===== config.mk =====
export PLATFORM = sky130hd
export DESIGN_NAME = buf_swap_ctrl
export DESIGN_NICKNAME = d
export VERILOG_FILES = /design/src/rtl/buf_swap_pkg.sv /design/src/rtl/swap_pick.sv /design/src/rtl/swap_seq.sv /design/src/rtl/swap_share.sv /design/src/rtl/swap_hold.sv /design/src/rtl/buf_swap_ctrl.sv
export SDC_FILE = /design/constraint.sdc
export NUM_CORES = 1
export LEC_CHECK = 0
export ABC_AREA = 1
export ABC_CLOCK_PERIOD_IN_PS = 4100
export BUFFER_PORTS_ARGS = -buffer_cell sky130_fd_sc_hd__buf_2
export CAP_MARGIN = 40
export CORE_AREA = 2 2 102 104
export DETAILED_ROUTE_END_ITERATION = 8
export DIE_AREA = 0 0 104 106
export GPL_TIMING_DRIVEN = 0
export PLACE_DENSITY = 0.76
export SYNTH_ARGS = -nofsm -noshare
export SYNTH_HDL_FRONTEND = slang
export SYNTH_SLANG_ARGS = --single-unit

===== constraint.sdc =====
create_clock -name clk -period 4.1 [get_ports clk]
set_clock_uncertainty 0.05 [all_clocks]
set_input_delay 0 -clock clk [delete_from_list [all_inputs] [get_ports clk]]
set_output_delay 0 -clock clk [all_outputs]
set_load 0.01 [all_outputs]

===== src/rtl/buf_swap_pkg.sv =====
package buf_swap_pkg;
  typedef enum logic [1:0] {
    SW_IDLE   = 2'd0,
    SW_DRAIN  = 2'd1,
    SW_ENGAGE = 2'd2
  } swap_st_e;
endpackage


===== src/rtl/swap_pick.sv =====
// Chooses the pending failed port and a substitute buffer by ring search.
module swap_pick #(
  parameter int NPORT = 5,
  parameter int IDXW  = 3
) (
  input  logic [NPORT-1:0] fault_i,
  input  logic [NPORT-1:0] swapped_i,
  input  logic [NPORT-1:0] lent_i,
  output logic             pend_o,
  output logic [IDXW-1:0]  pend_idx_o,
  output logic             found_o,
  output logic [IDXW-1:0]  sub_idx_o
);
  logic            any_free;
  logic [IDXW-1:0] cand;
  int              c;

  always_comb begin
    pend_o     = 1'b0;
    pend_idx_o = '0;
    for (int p = NPORT - 1; p >= 0; p--) begin
      if (fault_i[p] && !swapped_i[p]) begin
        pend_o     = 1'b1;
        pend_idx_o = IDXW'(p);
      end
    end
  end

  always_comb begin
    any_free  = 1'b0;
    sub_idx_o = '0;
    cand      = '0;
    c         = 0;
    for (int k = NPORT - 1; k >= 1; k--) begin
      c = int'(pend_idx_o) + k;
      if (c >= NPORT) c = c - NPORT;
      cand = IDXW'(c);
      if (!fault_i[cand] && !lent_i[cand] && !swapped_i[cand]) begin
        any_free  = 1'b1;
        sub_idx_o = cand;
      end
    end
    found_o = pend_o && any_free;
  end
endmodule


===== src/rtl/swap_seq.sv =====
// Three-state swap sequencer and the port-to-buffer table.
module swap_seq
  import buf_swap_pkg::*;
#(
  parameter int NPORT = 5,
  parameter int IDXW  = 3
) (
  input  logic                       clk,
  input  logic                       rst_n,
  input  logic                       pend_i,
  input  logic [IDXW-1:0]            pend_idx_i,
  input  logic                       found_i,
  input  logic [IDXW-1:0]            sub_idx_i,
  input  logic [NPORT-1:0]           occ_zero_i,
  input  logic [NPORT-1:0]           tail_i,
  input  logic [NPORT-1:0]           up_req_i,
  output swap_st_e                   st_o,
  output logic [IDXW-1:0]            fail_idx_o,
  output logic [IDXW-1:0]            sub_idx_o,
  output logic                       first_o,
  output logic                       engage_o,
  output logic [NPORT-1:0][IDXW-1:0] map_o,
  output logic [NPORT-1:0][IDXW-1:0] guest_o,
  output logic [NPORT-1:0]           swapped_o,
  output logic [NPORT-1:0]           lent_o
);
  swap_st_e                   st_q, st_d;
  logic [IDXW-1:0]            fr_q, br_q;
  logic                       first_q, first_d;
  logic                       start, drained, release_ok;
  logic [NPORT-1:0][IDXW-1:0] map_q, guest_q;
  logic [NPORT-1:0]           swapped_q, lent_q;

  assign start      = (st_q == SW_IDLE) && found_i;
  assign drained    = occ_zero_i[br_q] && (tail_i[br_q] || first_q);
  assign release_ok = occ_zero_i[br_q] && (tail_i[br_q] || !up_req_i[fr_q]);
  assign engage_o   = (st_q == SW_DRAIN) && drained;

  always_comb begin
    st_d    = st_q;
    first_d = 1'b0;
    unique case (st_q)
      SW_IDLE: begin
        if (start) begin
          st_d    = SW_DRAIN;
          first_d = 1'b1;
        end
      end
      SW_DRAIN:  if (drained) st_d = SW_ENGAGE;
      SW_ENGAGE: if (release_ok) st_d = SW_IDLE;
      default:   st_d = SW_IDLE;
    endcase
  end

  always_ff @(posedge clk or negedge rst_n) begin
    if (!rst_n) begin
      st_q    <= SW_IDLE;
      first_q <= 1'b0;
    end else begin
      st_q    <= st_d;
      first_q <= first_d;
    end
  end

  always_ff @(posedge clk or negedge rst_n) begin
    if (!rst_n) begin
      fr_q <= '0;
      br_q <= '0;
    end else if (start) begin
      fr_q <= pend_idx_i;
      br_q <= sub_idx_i;
    end
  end

  for (genvar p = 0; p < NPORT; p++) begin : g_tab
    always_ff @(posedge clk or negedge rst_n) begin
      if (!rst_n) begin
        map_q[p]     <= IDXW'(p);
        guest_q[p]   <= '0;
        swapped_q[p] <= 1'b0;
        lent_q[p]    <= 1'b0;
      end else if (engage_o) begin
        if (fr_q == IDXW'(p)) begin
          map_q[p]     <= br_q;
          swapped_q[p] <= 1'b1;
        end
        if (br_q == IDXW'(p)) begin
          guest_q[p] <= fr_q;
          lent_q[p]  <= 1'b1;
        end
      end
    end
  end

  assign st_o       = st_q;
  assign fail_idx_o = fr_q;
  assign sub_idx_o  = br_q;
  assign first_o    = first_q;
  assign map_o      = map_q;
  assign guest_o    = guest_q;
  assign swapped_o  = swapped_q;
  assign lent_o     = lent_q;
endmodule


===== src/rtl/swap_share.sv =====
// Per-buffer ownership between home port and guest port of a lent buffer.
module swap_share #(
  parameter int NPORT = 5,
  parameter int IDXW  = 3
) (
  input  logic                       clk,
  input  logic                       rst_n,
  input  logic [NPORT-1:0]           lent_i,
  input  logic [NPORT-1:0][IDXW-1:0] guest_i,
  input  logic [NPORT-1:0]           freeze_i,
  input  logic [NPORT-1:0]           load_i,
  input  logic [NPORT-1:0]           occ_zero_i,
  input  logic [NPORT-1:0]           tail_i,
  input  logic [NPORT-1:0]           up_req_i,
  output logic [NPORT-1:0]           guest_own_o
);
  for (genvar b = 0; b < NPORT; b++) begin : g_buf
    logic own_q, own_d, g_req, h_req, edge_ok;

    assign g_req   = up_req_i[guest_i[b]];
    assign h_req   = up_req_i[b];
    assign edge_ok = occ_zero_i[b];

    always_comb begin
      own_d = own_q;
      if (load_i[b]) begin
        own_d = 1'b1;
      end else if (lent_i[b] && !freeze_i[b] && edge_ok) begin
        if (own_q && h_req && (tail_i[b] || !g_req)) own_d = 1'b0;
        else if (!own_q && g_req && (tail_i[b] || !h_req)) own_d = 1'b1;
      end
    end

    always_ff @(posedge clk or negedge rst_n) begin
      if (!rst_n) own_q <= 1'b0;
      else        own_q <= own_d;
    end

    assign guest_own_o[b] = own_q;
  end
endmodule


===== src/rtl/swap_hold.sv =====
// Holds off own transmissions after a neighbour's control token.
module swap_hold #(
  parameter int NPORT = 5
) (
  input  logic             clk,
  input  logic             rst_n,
  input  logic [NPORT-1:0] tok_i,
  input  logic [NPORT-1:0] ds_grant_i,
  output logic [NPORT-1:0] tx_ok_o
);
  for (genvar p = 0; p < NPORT; p++) begin : g_port
    logic hold_q, hold_d;

    always_comb begin
      hold_d = hold_q;
      if (tok_i[p])            hold_d = 1'b1;
      else if (!ds_grant_i[p]) hold_d = 1'b0;
    end

    always_ff @(posedge clk or negedge rst_n) begin
      if (!rst_n) hold_q <= 1'b0;
      else        hold_q <= hold_d;
    end

    assign tx_ok_o[p] = ds_grant_i[p] && !hold_q;
  end
endmodule


===== src/rtl/buf_swap_ctrl.sv =====
module buf_swap_ctrl
  import buf_swap_pkg::*;
#(
  parameter int NPORT = 5,
  parameter int OCCW  = 4,
  parameter int IDXW  = (NPORT > 1) ? $clog2(NPORT) : 1
) (
  input  logic                  clk,
  input  logic                  rst_n,
  input  logic [NPORT-1:0]      fault_i,
  input  logic [NPORT*OCCW-1:0] occ_i,
  input  logic [NPORT-1:0]      tail_out_i,
  input  logic [NPORT-1:0]      up_req_i,
  input  logic [NPORT-1:0]      ctl_tok_i,
  input  logic [NPORT-1:0]      ds_grant_i,
  output logic [NPORT*IDXW-1:0] map_o,
  output logic [NPORT-1:0]      grant_o,
  output logic [NPORT-1:0]      port_ok_o,
  output logic [NPORT-1:0]      ctl_tok_o,
  output logic [NPORT-1:0]      tx_ok_o,
  output logic                  nosub_o,
  output logic [1:0]            state_o
);
  logic                       pend, found;
  logic [IDXW-1:0]            pend_idx, pick_idx, fr, br;
  logic [NPORT-1:0]           occ_zero, swapped, lent, guest_own, freeze, load;
  logic [NPORT-1:0][IDXW-1:0] map_t, guest_t;
  logic                       first, engage;
  swap_st_e                   st;

  for (genvar b = 0; b < NPORT; b++) begin : g_occ
    assign occ_zero[b] = (occ_i[b*OCCW +: OCCW] == '0);
    assign freeze[b]   = (st != SW_IDLE) && (br == IDXW'(b));
    assign load[b]     = engage && (br == IDXW'(b));
  end

  swap_pick #(.NPORT(NPORT), .IDXW(IDXW)) u_pick (
    .fault_i(fault_i), .swapped_i(swapped), .lent_i(lent),
    .pend_o(pend), .pend_idx_o(pend_idx), .found_o(found), .sub_idx_o(pick_idx)
  );

  swap_seq #(.NPORT(NPORT), .IDXW(IDXW)) u_seq (
    .clk(clk), .rst_n(rst_n), .pend_i(pend), .pend_idx_i(pend_idx),
    .found_i(found), .sub_idx_i(pick_idx), .occ_zero_i(occ_zero),
    .tail_i(tail_out_i), .up_req_i(up_req_i), .st_o(st), .fail_idx_o(fr),
    .sub_idx_o(br), .first_o(first), .engage_o(engage), .map_o(map_t),
    .guest_o(guest_t), .swapped_o(swapped), .lent_o(lent)
  );

  swap_share #(.NPORT(NPORT), .IDXW(IDXW)) u_share (
    .clk(clk), .rst_n(rst_n), .lent_i(lent), .guest_i(guest_t),
    .freeze_i(freeze), .load_i(load), .occ_zero_i(occ_zero),
    .tail_i(tail_out_i), .up_req_i(up_req_i), .guest_own_o(guest_own)
  );

  swap_hold #(.NPORT(NPORT)) u_hold (
    .clk(clk), .rst_n(rst_n), .tok_i(ctl_tok_i), .ds_grant_i(ds_grant_i),
    .tx_ok_o(tx_ok_o)
  );

  for (genvar p = 0; p < NPORT; p++) begin : g_out
    always_comb begin
      if ((st == SW_DRAIN) && ((fr == IDXW'(p)) || (br == IDXW'(p))))
        grant_o[p] = 1'b0;
      else if (fault_i[p] && !swapped[p])
        grant_o[p] = 1'b0;
      else if (swapped[p])
        grant_o[p] = guest_own[map_t[p]];
      else if (lent[p])
        grant_o[p] = !guest_own[p];
      else
        grant_o[p] = 1'b1;
    end
    assign port_ok_o[p] = !fault_i[p] || swapped[p];
    assign ctl_tok_o[p] = (st == SW_DRAIN) && first && (br == IDXW'(p));
  end

  assign map_o   = map_t;
  assign nosub_o = (st == SW_IDLE) && pend && !found;
  assign state_o = st;
endmodule


# After elaboration in Yosys (flattened, before gate mapping)

Index checks and enable logic that the tools add are counted.

Add/subtract/negate cells: 8
Magnitude comparators: 20
Equality and inequality tests: 18
Mux-type cells: 128
Reduce and logical (&&, ||, !) cells: 182

Operator list:

| operator            | number |
|---|---|
| $mux 1              | 86 |
| $logic_and 1x1->1   | 76 |
| $bmux 1 s3          | 25 |
| $lt 3x4->1 const B  | 16 |
| $logic_not 1->1     | 49 |
| $mux 3              | 13 |
| $reduce_and 2->1    | 15 |
| $logic_or 1x1->1    | 22 |
| $logic_not 4->1     | 5 |
| $ge 4x3->1 const B  | 4 |
| $reduce_bool 3->1   | 5 |
| $eq 3x2->1 const B  | 4 |
| $reduce_bool 2->1   | 6 |
| $sub 3x3->3 const B | 4 |
| $ne 2x2->1 const B  | 5 |
| $add 3x2->4 const B | 2 |
| $eq 3x1->1 const B  | 2 |
| $eq 3x3->1 const B  | 2 |
| $logic_not 3->1     | 2 |
| $mux 2              | 3 |
| $ne 2x1->1 const B  | 3 |
| $pmux 2 s3          | 1 |
| $add 3x1->4 const B | 1 |
| $add 3x3->4 const B | 1 |
| 4 further kinds     | 4 |

Register bits: 59
Bits of input ports: 47
Output and inout bits: 38

# Longest topological paths before layout

Gate-level depths: netlist (run 1).

Depth in word-level cells: 23
Gate-level depth with buffers: 25

# By module

From an unflattened synthesis (run 1), not the netlist that was laid out.

Cells, all modules: 802
Area total of the unflattened synthesis: 4963.5 µm²

Modules (own cells, without submodules):

| module        | times used | cells each | area an instance (µm²) | sequential area each (µm²) |
|---|---|---|---|---|
| swap_seq      | 1          | 277        | 2247.2                 | 1232.4 |
| swap_pick     | 1          | 203        | 1081.0                 | 0.0 |
| swap_share    | 1          | 140        | 705.7                  | 125.1 |
| buf_swap_ctrl | 1          | 152        | 698.2                  | 0.0 |
| swap_hold     | 1          | 30         | 231.5                  | 125.1 |

# Worst setup path before layout (run 1)

OpenSTA, ideal clock, no wires.

Path type: register to register
From: register u_seq.swapped_q[1], in the netlist u_seq.swapped_o[1]
To: register u_seq.fr_q[1], in the netlist u_seq.fail_idx_o[1]
Library setup time: 75 ps
Arrival: 2963 ps
Required time: 3975 ps
Path slack: 1012 ps
Stages on the path, launching flop included: 26
Period minus slack after synthesis: 3088 ps
Path through: dfrtp_1 > inv_2 > nand2_2 > nand2_4 > inv_2 > nand2_1 > inv_1 > ha_1 > inv_1 > fa_1 > a21oi_1 > inv_1 > nand2_1 > nand2_1 > nand2_1 > nand3_1 > nand2_1 > nand2_1 > nand2_2 > nand2_1 > nor2_2 > nand2_2 > nand2_2 > buf_6 > nand2_2 > o21ai_2

Word-level cells in the longest chain between the ends: 18
Elaborated cells between the ends (all ways): 72
Classes of those cells: 8 x add/sub; 4 x order compare; 36 x mux; 24 x reduce/logical

Ends and longest elaborated chain:

| element                                   | RTL line            | text |
|---|---|---|
| from (decl)                               | swap_seq.sv:32      | `logic [NPORT-1:0] swapped_q, lent_q;` |
| from (signal, indexed assignment)         | swap_seq.sv:80      | `swapped_q[p] <= 1'b0;` |
| from (signal, indexed assignment)         | swap_seq.sv:85      | `swapped_q[p] <= 1'b1;` |
| $logic_not 1->1 (*)                       | swap_pick.sv:22     | `if (fault_i[p] && !swapped_i[p]) begin` |
| $logic_and 1x1->1 (*)                     | swap_pick.sv:22     |  |
| $mux 3 (*) (2 in series)                  | swap_pick.sv:22     |  |
| via pend_idx[1]                           | buf_swap_ctrl.sv:25 | `logic [IDXW-1:0] pend_idx, pick_idx, fr, br;` |
| $add 3x3->4                               | swap_pick.sv:35     | `c = int'(pend_idx_o) + k;` |
| $ge 4x3->1 or $sub 3x3->3 (tied branches) | swap_pick.sv:36     | `if (c >= NPORT) c = c - NPORT;` |
| $mux 3                                    | swap_pick.sv:36     |  |
| $bmux 1 s3                                | swap_pick.sv:38     | `if (!fault_i[cand] && !lent_i[cand] && !swapped_i[cand]) begin` |
| $mux 1 (not written as such)              | swap_pick.sv:38     |  |
| $logic_not 1->1                           | swap_pick.sv:38     |  |
| $logic_and 1x1->1 (2 in series)           | swap_pick.sv:38     |  |
| $mux 1 (4 in series)                      | swap_pick.sv:38     |  |
| $logic_and 1x1->1                         | swap_pick.sv:43     | `found_o = pend_o && any_free;` |
| $logic_and 1x1->1                         | swap_seq.sv:34      | `assign start = (st_q == SW_IDLE) && found_i;` |
| to (signal assigned)                      | swap_seq.sv:70      | `fr_q <= pend_idx_i;` |
| to (decl)                                 | swap_seq.sv:28      | `logic [IDXW-1:0] fr_q, br_q;` |

The timed path passes the listed nets; every way through them passes the cells marked *. The select of a mux whose other input is x is not followed.
A chain may end at the register's enable or synchronous reset.

# Final worst setup path (run 1)

From: register u_seq.swapped_q[1], in the netlist u_seq.swapped_o[1]
To: output nosub_o

Word-level cells in the longest chain between the ends: 19
Elaborated cells between the ends (all ways): 74
Classes of those cells: 8 x add/sub; 4 x order compare; 36 x mux; 26 x reduce/logical

Ends and longest elaborated chain:

| element                                   | RTL line            | text |
|---|---|---|
| $logic_not 1->1 (*)                       | swap_pick.sv:22     |  |
| $logic_and 1x1->1 (*)                     | swap_pick.sv:22     |  |
| $mux 3 (*) (2 in series)                  | swap_pick.sv:22     |  |
| via pend_idx[1]                           | buf_swap_ctrl.sv:25 |  |
| $add 3x3->4                               | swap_pick.sv:35     |  |
| $ge 4x3->1 or $sub 3x3->3 (tied branches) | swap_pick.sv:36     |  |
| $mux 3                                    | swap_pick.sv:36     |  |
| $bmux 1 s3                                | swap_pick.sv:38     |  |
| $mux 1 (not written as such)              | swap_pick.sv:38     |  |
| $logic_not 1->1                           | swap_pick.sv:38     |  |
| $logic_and 1x1->1 (2 in series)           | swap_pick.sv:38     |  |
| $mux 1 (3 in series)                      | swap_pick.sv:38     |  |
| $mux 1 (*)                                | swap_pick.sv:38     |  |
| $logic_and 1x1->1 (*)                     | swap_pick.sv:43     |  |
| $logic_not 1->1 (*)                       | buf_swap_ctrl.sv:79 | `assign nosub_o = (st == SW_IDLE) && pend && !found;` |
| $logic_and 1x1->1 (*)                     | buf_swap_ctrl.sv:79 |  |
| to (decl)                                 | buf_swap_ctrl.sv:21 | `output logic nosub_o,` |

Marked as above.

==> impl_metrics.json, run 1 <==
{
  "avgSynthCellArea_um2": 7.02,
  "fin_hold_ws_ps": 22.4,
  "clk_path_buf_depth": 2,
  "crit_fanout": 7,
  "grt_start_max_net_pins": 38,
  "yosysSeqAreaShare_pct": 35.2,
  "max_freq_ghz": 0.268,
  "cp-start-kind": "register",
  "p_per_area_nw_per_um2": 344,
  "hold_viol": 0,
  "gp_congestion": 0.951,
  "synth_edf_count": 0,
  "drv_slew": 0,
  "die_y_um": 106,
  "whs_path_depth": 4,
  "yosysUniqueCellTypes": 41,
  "rsz0062_at_grt": "false",
  "placed_cell_area_um2": 4820,
  "cap_violations": 0,
  "drt_wl_total_um": 13100,
  "area_growth_pct": 22.9,
  "synth_warnings": 0,
  "yosys-top-cells-area": "dfrtp_1, nand2_1, inv_1, o21ai_0, nand3_1",
  "synth.net_count": 655,
  "end_kind": "primary output",
  "rr_worst_depth": 25,
  "htree_levels": 3,
  "slew_headroom_pct": 45.3,
  "worstSetupPathType": "reg2out",
  "drtPass1Iterations": 5,
  "drive_above_1_share_pct": 23.2,
  "antenna_found_initial": 0,
  "start_util_pct": 42.1,
  "cts_tree": "done",
  "netlist_area_um2": 4210,
  "reg2reg_from": "u_seq.swapped_o[1]$_DFFE_PN0P_",
  "ys_ff_latch": 59,
  "core_um2": 10000,
  "numPortBuffers": 83,
  "grt_overflow": 0,
  "yosysTopAreaCell": "dfrtp_1",
  "insertion_delay_ps": 360,
  "crit_required_ps": 4050,
  "dieWidth_um": 104,
  "dieArea_um2": 11000,
  "vdd_ir_drop_max_uv": 158,
  "wl_per_cell_um": 15.4,
  "post-route-min-period_ps": 3740,
  "synthFlopType": "dfrtp_1",
  "worstHoldStart": "up_req_i[3]",
  "route.vias.total": 4531,
  "min-delay-path-class": "in2reg",
  "nets": 762,
  "cts.reportedPaths.clkPinSlew_ps": 80,
  "finalSetupViolCount": 0,
  "synth_top_area_share_pct": 32.1,
  "cts.sinks": 59,
  "cp_data_arrival_time_ps": 3690,
  "num_antenna_cells": 0,
  "status": "finished clean",
  "ios": 85,
  "ff2ff_setup_slack_ps": 500,
  "synthArstFlopShare_pct": 100,
  "post-cts-setup-buffers": 0,
  "drc": 0,
  "rows": 37,
  "cts-root-buf": "clkbuf_8",
  "worst_pin_slew_ps": 814,
  "fin_area_um2": 5180,
  "viasPerCell": 5.34,
  "grt_pass1_wl_um": 21400,
  "syn_inst": 600,
  "fin_crit_sh_pct": 91.1,
  "drt_first_iter_violations": 376,
  "grt_pass1_vias": 4434,
  "power.leakage_nw": 2.65,
  "startpoint": "u_seq.swapped_o[1]$_DFFE_PN0P_",
  "setup_tns_ps": 0,
  "cts_buffers": 9,
  "postRouteAntennaNets": 0,
  "grt_usage_pct": 24.4,
  "dp_hpwl_um": 10100
}
worst paths after layout:
kind / end
max in group asynchronous: u_seq.map_o[14]$_DFFE_PN1P_
min reg2reg: u_seq.lent_o[4]$_DFFE_PN0P_
min: u_share.g_buf[3].own_q$_DFFE_PN0P_
min in group asynchronous: u_hold.g_port[0].hold_q$_DFFE_PN0P_
max reg2reg: u_seq.fail_idx_o[0]$_DFFE_PN0P_
max: nosub_o
per-layer routing:
layer | track usage [%] | up-vias | wire length (um)
met4 | 10.0 | 0 | 353
met3 | 4.90 | 32 | 1030
met1 | 29.6 | 2097 | 5380
met2 | 42.4 | 200 | 6290
met5 | 0 | - | 0
li1 | - | 2202 | -
where the power goes:
group | total (mW) | internal (mW) | switching [mW] | leakage [nW]
sequential | 0.707 | 0.642 | 0.0648 | 0.658
clock | 0.655 | 0.402 | 0.252 | 0.119
combinational | 0.418 | 0.149 | 0.269 | 1.87
layout by cell type (no fill, tap or decap), types with 4 or more instances in the layout:
cell type      instances
nor2_1                43
inv_2                  9
inv_1                 92
nand2_2               17
a21o_1                 5
buf_2                 86
a21oi_1               35
nand3_2                6
dlygate4sd3_1         12
nor2_2                 8
o211ai_1               4
nand4_1                7
a31oi_1                7
nor3_1                 9
dfstp_2                5
dfrtp_1               54
o2111ai_1              4
nand2_1              135
nand2_4                8
ha_1                   7
o311ai_0               6
o21ai_0               64
nand3_1               38
clkbuf_8               9
Yosys cell counts, drive strengths merged, types with 4 or more instances:
library cell  number
o21ai             69
nand3             46
inv              101
ha                 7
a31oi              7
a21o               5
a21oi             35
o211ai             4
dfstp              5
nor2              53
nand2            160
o2111ai            4
nor3               9
dfrtp             54
o311ai             6
nand4              8
buf                5
cells by family (layout without fill, tap and decap cells):
family	count (synthesis)	after routing	synth area share, %
AOI/OAI and AO/OA	144	144	19.9
buffers and inverters	110	222	10.1
DFF	59	59	35.2
and+or+nand+nor	279	279	32.3
adders and majority gates	8	8	2.55
sequential cells by signal (all words and copies together), names as in the netlist:
| signal | count |
|---|---|
| u_hold.g_port.hold_q | 5 |
| u_seq.swapped_o | 5 |
| u_seq.sub_idx_o | 3 |
| u_share.g_buf.own_q | 5 |
| u_seq.first_o | 1 |
| u_seq.map_o | 15 |
| u_seq.lent_o | 5 |
| u_seq.st_o | 2 |
| u_seq.fail_idx_o | 3 |
| u_seq.guest_o | 15 |
layout make-up:
cell class                 count  area, um2
fill                         966       4820
multi-input combinational    431       2300
sequential                    59       1480
timing repair buffer          96        556
inverter                     102        383
tap                          136        170
clock buffer                   9        124
clock inverter                 7        116
buffer                         8       41.3
stage by stage:
stage,setup slack (ps),total power [mW],utilization (%),std cells
6_report,364,1.78,51.8,848
5_1_grt,45.3,1.87,51.8,848
4_1_cts,366,1.77,51.8,848
3_5_place_dp,535,1.11,48.2,820
3_3_place_gp,629,1.09,48.0,819
2_1_floorplan,1010,0.935,-,600
worst max-delay path, stage by stage, from the launching register on:
cell and delay, ps:
dfrtp_1 400, inv_2 50, nand2_2 150, nand2_4 100, inv_2 80, nand2_1 190
inv_1 270, ha_1 190, inv_1 50, fa_1 400, a21oi_1 230, inv_1 90
nand2_1 140, nand2_1 100, nand2_1 70, nand3_1 60, nand2_1 70, nand2_1 90
nand2_2 130, nand2_1 70, nor2_2 110, nand2_2 70, nor2_1 80, buf_2 130
what timing repair did:
item | CTS | global route
gates resized for setup | 0 | 0
hold buffers | 12 | 0
hold endpoints to repair | 28 | 0
Note: power is estimated with default switching activity, not from simulation.
==> run 2, diff against run 1 <==
Settings changed: CORE_AREA 2 2 102 104 to 2 2 111 113, DIE_AREA 0 0 104 106 to 0 0 113 115, PLACE_DENSITY 0.76 to 0.75, SYNTH_HIERARCHICAL from default to 1.
==> run 2 against run 1 <==
  * The run now ends with design-rule violations left
  * Clock power rose by 16%
  * Critical endpoint is now u_seq/sub_idx_o[0]$_DFFE_PN0P_
  * Non-clock buffer count rose by 12
  * Sequential share of layout area fell by 4.2 points
  * Highest routed layer unchanged
  * Largest power group is now clock
  * Wire length grew 11%
==> impl_metrics.json, run 2 <==
{
  "synth_commonest_cells": "nand2_1, inv_1, dfrtp_1, nand3_1, nor2_1",
  "num_antenna_cells": 0,
  "most-common-layout-cells": "nand2_1, inv_1, buf_2, dfrtp_1, nand3_1",
  "clkPwrFrac_pct": 47.6,
  "grt_overflow": 0,
  "reg2reg_from": "u_seq/swapped_o[0]$_DFFE_PN0P_",
  "cap_violations": 0,
  "viasPerCell": 4.95,
  "power.leakage_nw": 3.36,
  "dp_hpwl_um": 11000,
  "avgSynthCellArea_um2": 6.19,
  "post-place-ws_ps": 82.7,
  "nets": 970,
  "wl_per_cell_um": 13.6,
  "dieWidth_um": 113,
  "gp_congestion": 0.954,
  "numPortBuffers": 84,
  "post-route-min-period_ps": 3750,
  "p_sw_uw": 425,
  "slowest_stage": "fa_1",
  "cts.reportedPaths.clkPinSlew_ps": 50,
  "yosys-top-cells-area": "dfrtp_1, nand2_1, inv_1, nand3_1, nand3_2",
  "cts_tree": "done",
  "rsz0062_at_grt": "false",
  "antenna_found_initial": 0,
  "area_growth_pct": 22.2,
  "die_y_um": 115,
  "yosysMostFrequentCell": "nand2_1",
  "drc": 2,
  "fin_crit_sh_pct": 91.5,
  "worst_slack_ps": 347,
  "max_freq_ghz": 0.266,
  "critPathMaxStageDelay_ps": 430,
  "grt_pass1_vias": 4865,
  "yosysSeqAreaShare_pct": 29.9,
  "ys_ff_latch": 59,
  "drive_above_1_share_pct": 23.3,
  "cp-start-kind": "register",
  "rr_worst_depth": 26,
  "grt_pass1_wl_um": 23500,
  "synthArstFlopShare_pct": 100,
  "crit_fanout": 10,
  "setup_tns_ps": 0,
  "rows": 40,
  "synth.net_count": 858,
  "synth_warnings": 6,
  "drv_slew": 0,
  "cts_buffers": 9,
  "grt_usage_pct": 22.9,
  "p_per_area_nw_per_um2": 264,
  "startpoint": "u_seq/swapped_o[0]$_DFFE_PN0P_",
  "crit_required_ps": 4240,
  "ff2ff_setup_slack_ps": 350,
  "multi_input_area_um2": 2830,
  "r2r_end": "u_seq/sub_idx_o[0]$_DFFE_PN0P_",
  "ios": 85,
  "swShare_pct": 26.5,
  "slew_headroom_pct": 55.6,
  "drtPass1Iterations": 7,
  "hold_viol": 0,
  "yosysTopAreaCell": "dfrtp_1",
  "n_fill_cell": 1196,
  "yosysUniqueCellTypes": 34,
  "cp_data_arrival_time_ps": 3890,
  "core_um2": 11800,
  "netlist_area_um2": 4960,
  "final_common_cell": "nand2_1",
  "min-delay-path-class": "in2reg",
  "htree_levels": 3,
  "end_kind": "register",
  "seq_area_um2": 1490,
  "vdd_ir_drop_max_uv": 190,
  "status": "finished, violations left",
  "cts.sinks": 59,
  "insertion_delay_ps": 330,
  "pwr-share-comb_pct": 14.2,
  "clk_path_buf_depth": 2,
  "syn_inst": 802,
  "post-cts-setup-buffers": 0,
  "p_seq_share_pct": 38.2,
  "synth_top_area_share_pct": 27.2,
  "synthFlopType": "dfrtp_1",
  "dieArea_um2": 13000,
  "worst_pin_slew_ps": 665,
  "grt_start_max_net_pins": 35,
  "route.vias.total": 5281,
  "endpoint": "u_seq/sub_idx_o[0]$_DFFE_PN0P_",
  "power.internal_mw": 1.18,
  "cts-root-buf": "clkbuf_16",
  "finalSetupViolCount": 0,
  "worstSetupPathType": "reg2reg",
  "synth_edf_count": 0,
  "start_util_pct": 42.0,
  "postRouteAntennaNets": 0,
  "drt_first_iter_violations": 434,
  "violations": "design-rule violations",
  "drt_wl_total_um": 14500
}
## run 2: changes by cell type after synthesis, moves of 6 or more
cell,delta
nand4_1,+14
nand3_1,+11
nand3_2,+11
a21oi_1,-23
nand2_1,+202
o21ai_0,-55
inv_1,+25
nor2_4,+10
inv_2,+19
buf_4,+8
o311ai_0,-6
## run 2: through the flow
stage	power, mW	hold WS, ps	instance area (um2)	instances	utilization [%]
after floorplan	0.740	-346	4960	802	-
after global placement	0.831	134	5570	1033	47.1
after detailed placement	0.836	-8.87	5590	1034	47.3
after CTS	1.61	32.1	6050	1066	51.2
after global routing	1.67	85.8	6070	1066	51.4
final	1.60	39.2	6070	1066	51.4
## run 2: worst max-delay path: cells and delay by family (launching register included)
family          cells  cell delay [ps]
buf+inv             9             1000
flops               1              420
compound gates      2              320
simple gates       13             1230
fa+ha+maj           2              590
## run 2: cell families after synthesis
logic type                 count (synthesis)  share of synthesized area, %
buffers and inverters                    162                          13.4
DFF                                       59                          29.9
adders and majority gates                  9                          2.42
AOI/OAI and AO/OA                         42                          5.14
and+or+nand+nor                          530                          49.2
## run 2: how the worst min path moves through the flow
stage / from / to / depth (start not counted)
2_1_floorplan: rst_n / u_hold/g_port[0].hold_q$_DFFE_PN0P_ / 0
3_3_place_gp: ctl_tok_i[4] / u_hold/g_port[4].hold_q$_DFFE_PN0P_ / 3
3_5_place_dp: rst_n / u_hold/g_port[0].hold_q$_DFFE_PN0P_ / 1
4_1_cts: up_req_i[1] / u_share/g_buf[1].own_q$_DFFE_PN0P_ / 6
5_1_grt: up_req_i[1] / u_share/g_buf[1].own_q$_DFFE_PN0P_ / 6
6_report: up_req_i[1] / u_share/g_buf[1].own_q$_DFFE_PN0P_ / 6
## run 2: cell type report
type / count / area share [%]
well taps: 147 / 3.03
plain buffers: 15 / 1.73
flip-flops and latches: 59 / 24.5
multi-input cells: 581 / 46.6
inverters: 147 / 9.28
repair buffers: 101 / 9.90
clock inverters: 6 / 1.07
clock buffers: 10 / 3.94
## run 2: routing by layer
layer | vias up | wire [um] | track usage [%]
met2 | 199 | 6870 | 38.3
met5 | - | 0 | 0
met3 | 24 | 985 | 3.32
met1 | 2369 | 6360 | 30.5
met4 | 0 | 285 | 8.05
li1 | 2689 | - | -
## run 2: timing repair
action | CTS | global route
gates resized for setup | 0 | 6
hold endpoints to repair | 31 | 0
endpoints found under the setup margin | 0 | 8
hold buffers | 16 | 0
## run 2: power groups by stage
stage / Combinational (mW) / Clock (mW) / Sequential, mW
after floorplan: 0.124 / 0 / 0.615
after global placement: 0.210 / 0 / 0.621
after detailed placement: 0.215 / 0 / 0.621
after CTS: 0.228 / 0.771 / 0.611
after global routing: 0.255 / 0.802 / 0.613
final: 0.227 / 0.763 / 0.612
==> run 3, diff against run 2 <==
Settings changed: CTS_BUF_LIST from default to sky130_fd_sc_hd__clkbuf_2.
==> run 3 against run 2 <==
  * The run still ends with design-rule violations left
  * Largest power group is now sequential cells
  * Maximum frequency rose by 0.78%
  * Cell count increased by 2.3%
  * Sequential power is essentially flat
  * Non-clock buffer count increased by 25
  * Sequential share of layout area is 0.28 points lower
  * Via count increased by 2.5%
  * Global-route usage up 0.38 points
  * Die area unchanged
  * Register-to-register slack better by 50 ps
  * Combinational power up 13%
==> impl_metrics.json, run 3 (synthesized netlist as in run 2, its figures left out) <==
{
  "cpLargestDelayFamily": "simple AND/OR/NAND/NOR gates",
  "wl_per_cell_um": 13.5,
  "design_power_total_mw": 1.25,
  "p_per_area_nw_per_um2": 203,
  "dieArea_um2": 13000,
  "fin_crit_sh_pct": 90.8,
  "drive_above_1_share_pct": 23.2,
  "postRouteAntennaNets": 0,
  "cap_violations": 0,
  "antenna_found_initial": 0,
  "max_freq_ghz": 0.269,
  "nets": 995,
  "status": "finished, violations left",
  "grt_start_max_net_pins": 35,
  "rsz0062_at_grt": "false",
  "dp_hpwl_um": 11000,
  "die_y_um": 115,
  "rows": 40,
  "cts_tree": "done",
  "cts_buffers": 9,
  "final_common_cell": "nand2_1",
  "crit_required_ps": 4050,
  "worst_pin_slew_ps": 675,
  "num_antenna_cells": 0,
  "grt_pass1_wl_um": 24000,
  "ff2ff_setup_slack_ps": 400,
  "slowest_stage": "dfrtp_2",
  "slew_headroom_pct": 55.0,
  "numPortBuffers": 84,
  "route.vias.total": 5413,
  "placed_cell_area_um2": 5590,
  "crit_fanout": 7,
  "drc": 2,
  "end_kind": "primary output",
  "drtPass1Iterations": 7,
  "cts.reportedPaths.clkPinSlew_ps": 170,
  "cts-root-buf": "clkbuf_2",
  "most-common-layout-cells": "nand2_1, inv_1, buf_2, dfrtp_1, nand3_1",
  "critPathMaxStageDelay_ps": 470,
  "htree_levels": 3,
  "insertion_delay_ps": 510,
  "hold_viol": 0,
  "worst-path-buf-inv": 8,
  "grt_overflow": 0,
  "power.leakage_nw": 3.38,
  "vdd_ir_drop_max_uv": 114,
  "gp_congestion": 0.954,
  "cts.sinks": 59,
  "path_cells": "inv_1 > nand2_4 > nand2_2 > inv_2 > nand2_2 > clkinvlp_4 > ha_1 > inv_1 > fa_2 > a21oi_4 > nand2_1 > o21ai_1 > inv_2 > nand3_1 > nor2_1 > nand2_1 > nand3_2 > inv_2 > nand3_1 > nand2_1 > inv_1 > nor2_1 > buf_2",
  "area_growth_pct": 23.6,
  "fin_area_um2": 6140,
  "drt_wl_total_um": 14800,
  "dieWidth_um": 113,
  "core_um2": 11800,
  "grt_pass1_vias": 4967,
  "violations": "design-rule violations",
  "setup_tns_ps": 0,
  "clk_path_buf_depth": 2,
  "grt_usage_pct": 23.3,
  "worstSetupPathType": "reg2out",
  "drt_first_iter_violations": 445,
  "min-delay-path-class": "in2reg",
  "finalSetupViolCount": 0,
  "post-route-min-period_ps": 3720,
  "start_util_pct": 42.0,
  "cp_data_arrival_time_ps": 3670,
  "viasPerCell": 4.96,
  "cp-start-kind": "register",
  "drv_slew": 0,
  "ios": 85
}
==> run 3: cell type report <==
cell class | instances | area (um2)
Fill cell | 1213 | 5670
Multi-Input combinational cell | 581 | 2830
Sequential cell | 59 | 1490
Timing Repair Buffer | 126 | 858
Inverter | 147 | 563
Tap cell | 147 | 184
Buffer | 15 | 105
Clock inverter | 7 | 68.8
Clock buffer | 9 | 45.0
==> run 3: path summary, 6_finish.rpt <==
check,end,startpoint,cells past startpoint
max reg2reg,u_seq/fail_idx_o[2]$_DFFE_PN0P_,u_seq/swapped_o[0]$_DFFE_PN0P_,23
max in group asynchronous,u_seq/swapped_o[0]$_DFFE_PN0P_,rst_n,5
max,nosub_o,u_seq/swapped_o[0]$_DFFE_PN0P_,23
min in group asynchronous,u_seq/map_o[3]$_DFFE_PN1P_,rst_n,3
min reg2reg,u_seq/map_o[14]$_DFFE_PN1P_,u_seq/map_o[14]$_DFFE_PN1P_,2
min,u_seq/st_o[1]$_DFFE_PN0P_,up_req_i[0],9
==> run 3: per-stage QoR <==
step           hold WS [ps]  util, %  setup WS [ps]  std cells
2_1_floorplan          -346        -            753        802
3_3_place_gp            134     47.1            105       1033
3_5_place_dp          -8.87     47.3           82.7       1034
4_1_cts                25.2     51.3           19.1       1086
5_1_grt                67.7     52.0           14.2       1091
6_report               54.6     52.0            377       1091
==> run 3: repair_timing <==
action / 4_1_cts / 5_1_grt
hold endpoints to repair: 70 / 0
endpoints found under the setup margin: 0 / 8
setup buffers: 0 / 4
resized for setup: 0 / 7
hold buffers: 36 / 0
==> run 3: power by group <==
part	internal, mW	switching [mW]	leakage [nW]
clock network	0.136	0.241	0.0576
registers	0.598	0.0139	0.692
logic	0.118	0.138	2.63
total	0.852	0.393	3.38
==> run 3: tightest hold or removal path: stages <==
cell     delay [ps]
buf_2           130
nand2_1          60
nand4_1          60
nand2_1          60
nand2_1          50
nand3_1          60
nand2_1          60
nand2_1          40
nand2_1          50
==> run 3: metal layers <==
metal / up-vias / track usage (%) / share of wire [%]
met5: - / 0 / 0
met2: 194 / 39.0 / 47
met3: 31 / 4.06 / 6.8
met1: 2449 / 31.1 / 44
li1: 2739 / - / -
met4: 0 / 6.42 / 2.2
